## config.mk

```make
export PLATFORM = sky130hd
export DESIGN_NAME = trng_collect
export DESIGN_NICKNAME = d
export VERILOG_FILES = /design/src/rtl/trng_collect.sv
export SDC_FILE = /design/constraint.sdc
export NUM_CORES = 1
export LEC_CHECK = 0
export BUFFER_PORTS_ARGS = -buffer_cell sky130_fd_sc_hd__clkbuf_2
export CORE_MARGIN = 1.5
export CORE_UTILIZATION = 60
export DETAILED_ROUTE_END_ITERATION = 6
export PLACE_DENSITY = 0.77
export SLEW_MARGIN = 20
export SYNTH_ARGS = -nofsm -noshare
export SYNTH_HDL_FRONTEND = slang
export SYNTH_SLANG_ARGS = --single-unit
```

## constraint.sdc

```tcl
create_clock -name clk -period 4.5 [get_ports clk]
set_clock_uncertainty 0.1 [all_clocks]
set_input_delay 0.45 -clock clk [delete_from_list [all_inputs] [get_ports clk]]
set_output_delay 0.45 -clock clk [all_outputs]
set_load 0.005 [all_outputs]
```

## src/rtl/trng_collect.sv

```systemverilog
module trng_collect #(
  parameter int ADDR_W    = 12,
  parameter int CNT_W     = 16,
  parameter int MAX_WORDS = 8,
  parameter int WORD_W    = 32,
  parameter logic [CNT_W-1:0] SCNT_INIT = 100
) (
  input  logic              clk,
  input  logic              rst_n,
  input  logic              bus_valid,
  input  logic              bus_write,
  input  logic [ADDR_W-1:0] bus_addr,
  input  logic [31:0]       bus_wdata,
  output logic              bus_ready,
  output logic [31:0]       bus_rdata,
  input  logic              entropy_in,
  output logic [1:0]        osc_speed,
  output logic              osc_enable
);
  localparam int MAX_BITS  = MAX_WORDS * WORD_W;
  localparam int BIT_W     = $clog2(MAX_BITS);
  localparam int STEP_BITS = MAX_BITS / 4;
  localparam int STEP_WRDS = MAX_WORDS / 4;
  localparam int WIDX_W    = $clog2(MAX_WORDS);
  localparam logic [ADDR_W-1:0] OFS_SRST = ADDR_W'(12'h004);
  localparam logic [ADDR_W-1:0] OFS_CTRL = ADDR_W'(12'h400);
  localparam logic [ADDR_W-1:0] OFS_SCNT = ADDR_W'(12'h404);
  localparam logic [ADDR_W-1:0] OFS_DOUT = ADDR_W'(12'h410);

  logic [15:0]         ctrl;
  logic [CNT_W-1:0]    scnt, cnt;
  logic [BIT_W-1:0]    bitcnt;
  logic [MAX_BITS-1:0] acc, acc_nx, dout, keep;
  logic                s1, s2;

  wire start = ctrl[0];
  wire en    = ctrl[1];
  wire [1:0] len = ctrl[5:4];

  wire wr      = bus_valid & bus_write;
  wire wr_ctrl = wr && bus_addr == OFS_CTRL;
  wire wr_scnt = wr && bus_addr == OFS_SCNT;
  wire srst    = wr && bus_addr == OFS_SRST && bus_wdata[0];

  wire [15:0] ctrl_wv = (ctrl & ~bus_wdata[31:16]) | (bus_wdata[15:0] & bus_wdata[31:16]);

  wire [CNT_W-1:0] per_last = (scnt == '0) ? '0 : scnt - 1'b1;
  wire [BIT_W:0]   nbits_m1 = (BIT_W+1)'((int'(len) + 1) * STEP_BITS - 1);
  wire run  = start & en;
  wire cap  = run && cnt == per_last;
  wire last = cap && {1'b0, bitcnt} == nbits_m1;

  assign bus_ready  = 1'b1;
  assign osc_speed  = ctrl[3:2];
  assign osc_enable = ctrl[1];

  always_comb begin
    acc_nx = acc;
    acc_nx[bitcnt] = s2;
  end

  always_comb begin
    for (int i = 0; i < MAX_WORDS; i++)
      keep[i*WORD_W +: WORD_W] = (i < (int'(len) + 1) * STEP_WRDS) ? '1 : '0;
  end

  always_ff @(posedge clk or negedge rst_n) begin
    if (!rst_n) begin
      s1 <= 1'b0;
      s2 <= 1'b0;
    end else begin
      s1 <= entropy_in;
      s2 <= s1;
    end
  end

  always_ff @(posedge clk or negedge rst_n) begin
    if (!rst_n) scnt <= SCNT_INIT;
    else if (wr_scnt) scnt <= bus_wdata[CNT_W-1:0];
  end

  always_ff @(posedge clk or negedge rst_n) begin
    if (!rst_n) begin
      ctrl   <= '0;
      cnt    <= '0;
      bitcnt <= '0;
      acc    <= '0;
      dout   <= '0;
    end else if (srst) begin
      ctrl   <= '0;
      cnt    <= '0;
      bitcnt <= '0;
      dout   <= '0;
    end else begin
      if (run) cnt <= cap ? '0 : cnt + 1'b1;
      if (cap) begin
        acc    <= acc_nx;
        bitcnt <= bitcnt + 1'b1;
      end
      if (last) begin
        ctrl[0] <= 1'b0;
        dout    <= acc_nx & keep;
        bitcnt  <= '0;
      end
      if (wr_ctrl) begin
        ctrl <= ctrl_wv;
        if (ctrl_wv[0] && !start) begin
          cnt    <= '0;
          bitcnt <= '0;
        end
      end
    end
  end

  wire [ADDR_W-1:0] doff = bus_addr - OFS_DOUT;
  wire [WIDX_W-1:0] widx = doff[2 +: WIDX_W];
  wire dhit = bus_addr >= OFS_DOUT && doff < ADDR_W'(MAX_WORDS * 4) && doff[1:0] == 2'b00;

  always_comb begin
    bus_rdata = '0;
    if (bus_valid && !bus_write) begin
      if (bus_addr == OFS_CTRL)      bus_rdata = {16'h0, ctrl};
      else if (bus_addr == OFS_SCNT) bus_rdata = 32'(scnt);
      else if (dhit)                 bus_rdata = 32'(dout[widx*WORD_W +: WORD_W]);
    end
  end

  a_r7_dout_hold: assert property (@(posedge clk) disable iff (!rst_n)
    !$stable(dout) |-> $fell(ctrl[0]) || $past(srst));

  a_r3_tail_zero: assert property (@(posedge clk) disable iff (!rst_n)
    $fell(ctrl[0]) && !$past(wr_ctrl) && !$past(srst) |-> (dout & ~keep) == '0);

  a_r8_speed_by_write: assert property (@(posedge clk) disable iff (!rst_n)
    !$stable(osc_speed) |-> $past(wr_ctrl) || $past(srst));

  a_r6_start_held: assert property (@(posedge clk) disable iff (!rst_n)
    ctrl[0] && !ctrl[1] && !wr_ctrl && !srst |=> ctrl[0]);
endmodule

```

Word-level counts from Yosys, hierarchy flattened
Index checks and enable logic that the tools add are counted.
W data, S select, Z words.
- bits in registers: 570
- word-level logic and storage cells: 91
- shifts and indexed selects: 1
- mux-type cells: 31
- add/subtract/negate cells: 6
- equal/unequal tests: 5
- $lt $le $gt $ge: 12
- bitwise logic cells: 8
- reductions and logical operators: 19
- operator list (operator ; count):
    $mux W256 ; 2
    $mux W32 ; 12
    $and A256 B256 Y256 ; 1
    $bwmux W256 ; 1
    $shiftx A256 B9 Y32 ; 1
    $mux W16 ; 8
    $lt A4 B32 Y1 const A ; 3
    $lt A3 B32 Y1 const A ; 2
    $mux W8 ; 5
    $and A16 B16 Y16 ; 2
    $lt A1 B32 Y1 const A ; 1
    $lt A2 B32 Y1 const A ; 1
    $eq A12 B11 Y1 const B ; 2
    $add A16 B1 Y16 const B ; 1
    $eq A16 B16 Y1 ; 1
    $logic_not A16 Y1 ; 1
    $not A16 Y16 ; 1
    $or A16 B16 Y16 ; 1
    $sub A16 B1 Y16 const B ; 1
    $eq A12 B3 Y1 const B ; 1
    $ge A12 B11 Y1 const B ; 1
    $lt A12 B6 Y1 const B ; 1
    $sub A12 B11 Y12 const B ; 1
    $logic_and A1 B1 Y1 ; 11
    16 further kinds ; 20

Logic depth before layout (Yosys ltp)
- depth after elaboration: 9
- gate-level depth with buffers: 15
- gate-level depth less buffers: 10

Worst setup path before layout
Ideal clock, no wire load.
- kind: input port to flip-flop
- start: input port bus_addr[4]
- end: register acc[150]
- path slack: 0.859 ns
- data arrival time: 3.414 ns
- stages on the path: 12
- setup time: 0.128 ns
- cell sequence: clkbuf_1 > inv_1 > buf_1 > clkbuf_1 > ha_1 > nor2b_1 > nand3_1 > nor4_1 > clkbuf_1 > buf_1 > nor4_2 > mux2_1
- cells in the longest elaborated chain, start to end: 5
- RTL lines (what ; RTL line ; text):
    start, declared ; 12 ; input logic [ADDR_W-1:0] bus_addr,
    $eq A12 B3 Y1 ; 43 ; wire srst = wr && bus_addr == OFS_SRST && bus_wdata[0];
    $logic_and A1 B1 Y1 (2 in a row) ; 43 ;
    $not A1 Y1 (no source line) ; -- ;
    $reduce_and A2 Y1 (no source line) ; -- ;
    end signal, assigned ; 97 ; acc <= acc_nx;
    end, declared ; 33 ; logic [MAX_BITS-1:0] acc, acc_nx, dout, keep;
Every way passes these cells.
A chain may end at the register's enable or synchronous reset.

Worst setup path after layout
- start: register scnt[5]
- end: register acc[34]
- cells in the longest elaborated chain, start to end: 5
- RTL lines (what ; RTL line ; text):
    start, declared ; 31 ; logic [CNT_W-1:0] scnt, cnt;
    start signal, assigned ; 79 ; else if (wr_scnt) scnt <= bus_wdata[CNT_W-1:0];
    $sub A16 B1 Y16 or $logic_not A16 Y1 (tied branches) ; 47 ; wire [CNT_W-1:0] per_last = (scnt == '0) ? '0 : scnt - 1'b1;
    $mux W16 * ; 47 ;
    $eq A16 B16 Y1 * ; 50 ; wire cap = run && cnt == per_last;
    $logic_and A1 B1 Y1 * ; 50 ;
    $reduce_and A2 Y1 (no source line) * ; -- ;
Mark *: on every way between the ends. The rest lies on a longest branch, timed or not.

==> results.cfg <==
[synthesis]
muxShareOfSynthArea = 0.1582
synth_area_leaders = dfrtp_1 (44%), mux2i_1 (6.1%), nor4_2 (4.6%)
synth-simple-area-share = 0.2126
synth_nets = 3250
synthArstFlopShare = 1.000
synth_xor_area_frac = 0.007824
synth_edf_count = 0
synth_top_cell_area_share = 0.4436
ys_seq_area_frac = 0.4461
synth_top_family_by_area = simple AND/OR/NAND/NOR gates
synthAdderAreaFrac = 0.003130
synth-seq-cells = 570
yosysWarnings = 0
synthFlopType = dfrtp_1
syn_area_mm2 = 0.03198
synth_area_per_cell_um2 = 10.02
synth.distinct_cells = 77
synth_top_cell_by_area = dfrtp_1
synthCells = 3193
synth_compound_area_frac = 0.1233

[setup_path]
critPathArrivalTime_ps = 4600
worstPathCellList = or4_1 -> or4_4 -> nor3_1 -> a211oi_1 -> o211a_4 -> nand4_4 -> buf_16 -> nand2b_4 -> buf_4 -> o21ai_0
worstSetupEndpointType = flop
worstSetupPathType = reg -> reg
cpLargestDelayFamily = simple AND/OR/NAND/NOR gates
slowest_delay_ps = 670
cp_data_required_time_ps = 4880
critPathLaunchType = flop
crit_buf_inv = 2
slowest_stage = or4_1
cp_max_fo = 69

[final_layout]
mostFrequentLayoutCells = dfrtp_1 (565), nand2_1 (340), o21ai_0 (279), nor2_1 (241), mux2i_1 (194)
multiInputGateArea_mm2 = 0.01629
drive_above_1_share = 0.2080
final_common_cell = dfrtp_1
regArea_mm2 = 0.01427
area_delta_synth_final_pct = 9.479
nets = 3165
n_fill_cell = 3921

[routing]
drc_errors = 2
via_per_inst = 6.743
wire_per_inst_um = 23.55
drtAntennaViolNets = 0
firstDrtPassIters = 7
vias = 25912
wl_mm = 90.52
drt_first_iter_violations = 2638

[grt]
grt_pass1_vias = 25705
grt_antenna_before_repair = 0
grt_pass1_wl_mm = 143.1
grt_max_degree = 139
overflow = 0
grt_util_all_layers = 0.3328

[timing]
hold_violations = 0
slew_headroom = 0.2453
slew_violations = 0
fin_tns_setup_ps = 0
tightest_slew_ps = 1132
setup_viol = 0
finalCriticalPeriod_ps = 4219
rsz0062_at_grt = false
finalCritPeriodShare = 0.9376
max_clock_freq_ghz = 0.2370

[clock_network]
htreeDepth = 2
insertion_delay_ps = 650
numCtsBuffers = 61
cts_tree = built
clockBufferDepth = 3
root_buffer = clkbuf_16
cts_sinks = 570
path_clk_slew_ps = 60

[power]
p_leak_nw = 13.97
vdd_drop_max_v = 0.0002974
finalPower_mw = 10.36
p_per_area_mw_per_mm2 = 295.9

[place]
portBuffers = 83
dpl.hpwl_mm = 52.17
place_congestion = 0.9448

[floorplanning]
die-area_mm2 = 0.05470
io_pins = 85
fp.dieW_um = 233.9
core-area_mm2 = 0.05266
start_util = 0.6074
rows = 84
die_h_um = 233.9

[status]
status = complete, but fails checks
violations = design-rule violations

[run]
max_cap_violations = 0

[worst_hold_path]
hp-class = in -> reg
[flip-flops by register name (all words and copies together) (netlist names)]
name    cells
bitcnt      8
ctrl       16
scnt       16
s1          1
acc       256
dout      256
cnt        16
s2          1
[per-layer routing]
| metal | track usage | vias to the layer above | part of all wire |
|---|---|---|---|
| li1 | - | 11370 | - |
| met1 | 0.4505 | 13188 | 0.41 |
| met2 | 0.5422 | 1165 | 0.48 |
| met3 | 0.05679 | 189 | 0.083 |
| met4 | 0.1196 | 0 | 0.027 |
| met5 | 0 | - | 0 |
[cells by family (layout without fill, tap and decap cells)]
| logic type | Yosys count | count (layout) |
|---|---|---|
| compound gates | 618 | 618 |
| xor+xnor | 27 | 27 |
| fa+ha+maj | 8 | 8 |
| buf+inv | 368 | 329 |
| flops | 570 | 570 |
| mux | 407 | 407 |
| other cells | 1 | 2 |
| simple gates | 1194 | 1194 |
[cell type report]
| class | count | share of cell area |
|---|---|---|
| Inverter | 15 | 0.001644 |
| Sequential cell | 570 | 0.4076 |
| Clock buffer | 90 | 0.05013 |
| Multi-Input combinational cell | 2255 | 0.4652 |
| Tap cell | 688 | 0.02458 |
| Antenna cell | 1 | 0.00007147 |
| Clock inverter | 19 | 0.004252 |
| Timing Repair Buffer | 205 | 0.04645 |
[power by group]
| part | switching [mW] | internal (mW) | leakage (nW) |
|---|---|---|---|
| clock network | 2.11 | 2.74 | 0.945 |
| logic | 0.275 | 0.0940 | 6.45 |
| registers | 0.0113 | 5.13 | 6.57 |
| total | 2.40 | 7.96 | 14.0 |
[synth_stat cells, types with 3 or more instances]
cell type,instances
and3_1,10
nor3_1,91
nand4b_1,3
o31ai_1,61
mux2_2,39
nand4_1,12
nor2b_1,9
or3b_2,3
nor3b_1,5
nand2_1,347
nand3b_1,7
buf_4,8
inv_1,14
dfrtp_1,567
mux4_2,64
o21ai_0,279
a31o_1,20
xor2_1,16
dfstp_2,3
a31o_2,108
buf_2,18
nor4_1,13
nor4b_1,46
clkbuf_2,3
xnor2_1,10
mux2_1,110
nor4b_2,18
ha_1,8
o211ai_1,5
clkbuf_1,265
o21ai_1,50
buf_6,16
mux2i_1,194
nand2b_1,69
a222oi_1,16
or4_1,6
nand3_1,174
and4_1,3
o21a_1,5
or3_1,6
nor2_1,242
a21oi_1,48
nor4_2,117
buf_1,43
[per-stage QoR]
stage	area [um2]	setup WS (ps)	hold slack (ps)	std cells	utilization
6_report	35010	281.0	16.96	3843	0.6650
5_1_grt	35010	35.80	10.87	3842	0.6649
4_1_cts	34960	34.33	0.4864	3841	0.6639
3_5_place_dp	32730	19.84	239.4	3700	0.6217
3_3_place_gp	32720	132.4	235.7	3700	0.6215
2_1_floorplan	31980	858.9	54.41	3193	-
[worst paths after layout]
path                            endpoint  slack (ps)     startpoint  cells past startpoint
worst max-delay path             acc[34]         280        scnt[5]                     10
worst min-delay path            ctrl[13]          20  bus_wdata[29]                      3
worst max register to register   acc[34]         280        scnt[5]                     10
worst min register to register        s2         250             s1                      0
max in group asynchronous       dout[20]        2700          rst_n                      3
min in group asynchronous         cnt[6]         430          rst_n                      2
[tightest hold or removal path, cell delays in order]
cell,delay (ps)
clkbuf_2,110
nand3_1,90
a21oi_1,60
[timing repair]
item                       4_1_cts  5_1_grt
buffers inserted                 0        0
resized for setup                0        1
hold endpoints to repair       124        0
hold buffers                    32        0
setup endpoints to repair        0      127
(Power assumes the default switching activity.)
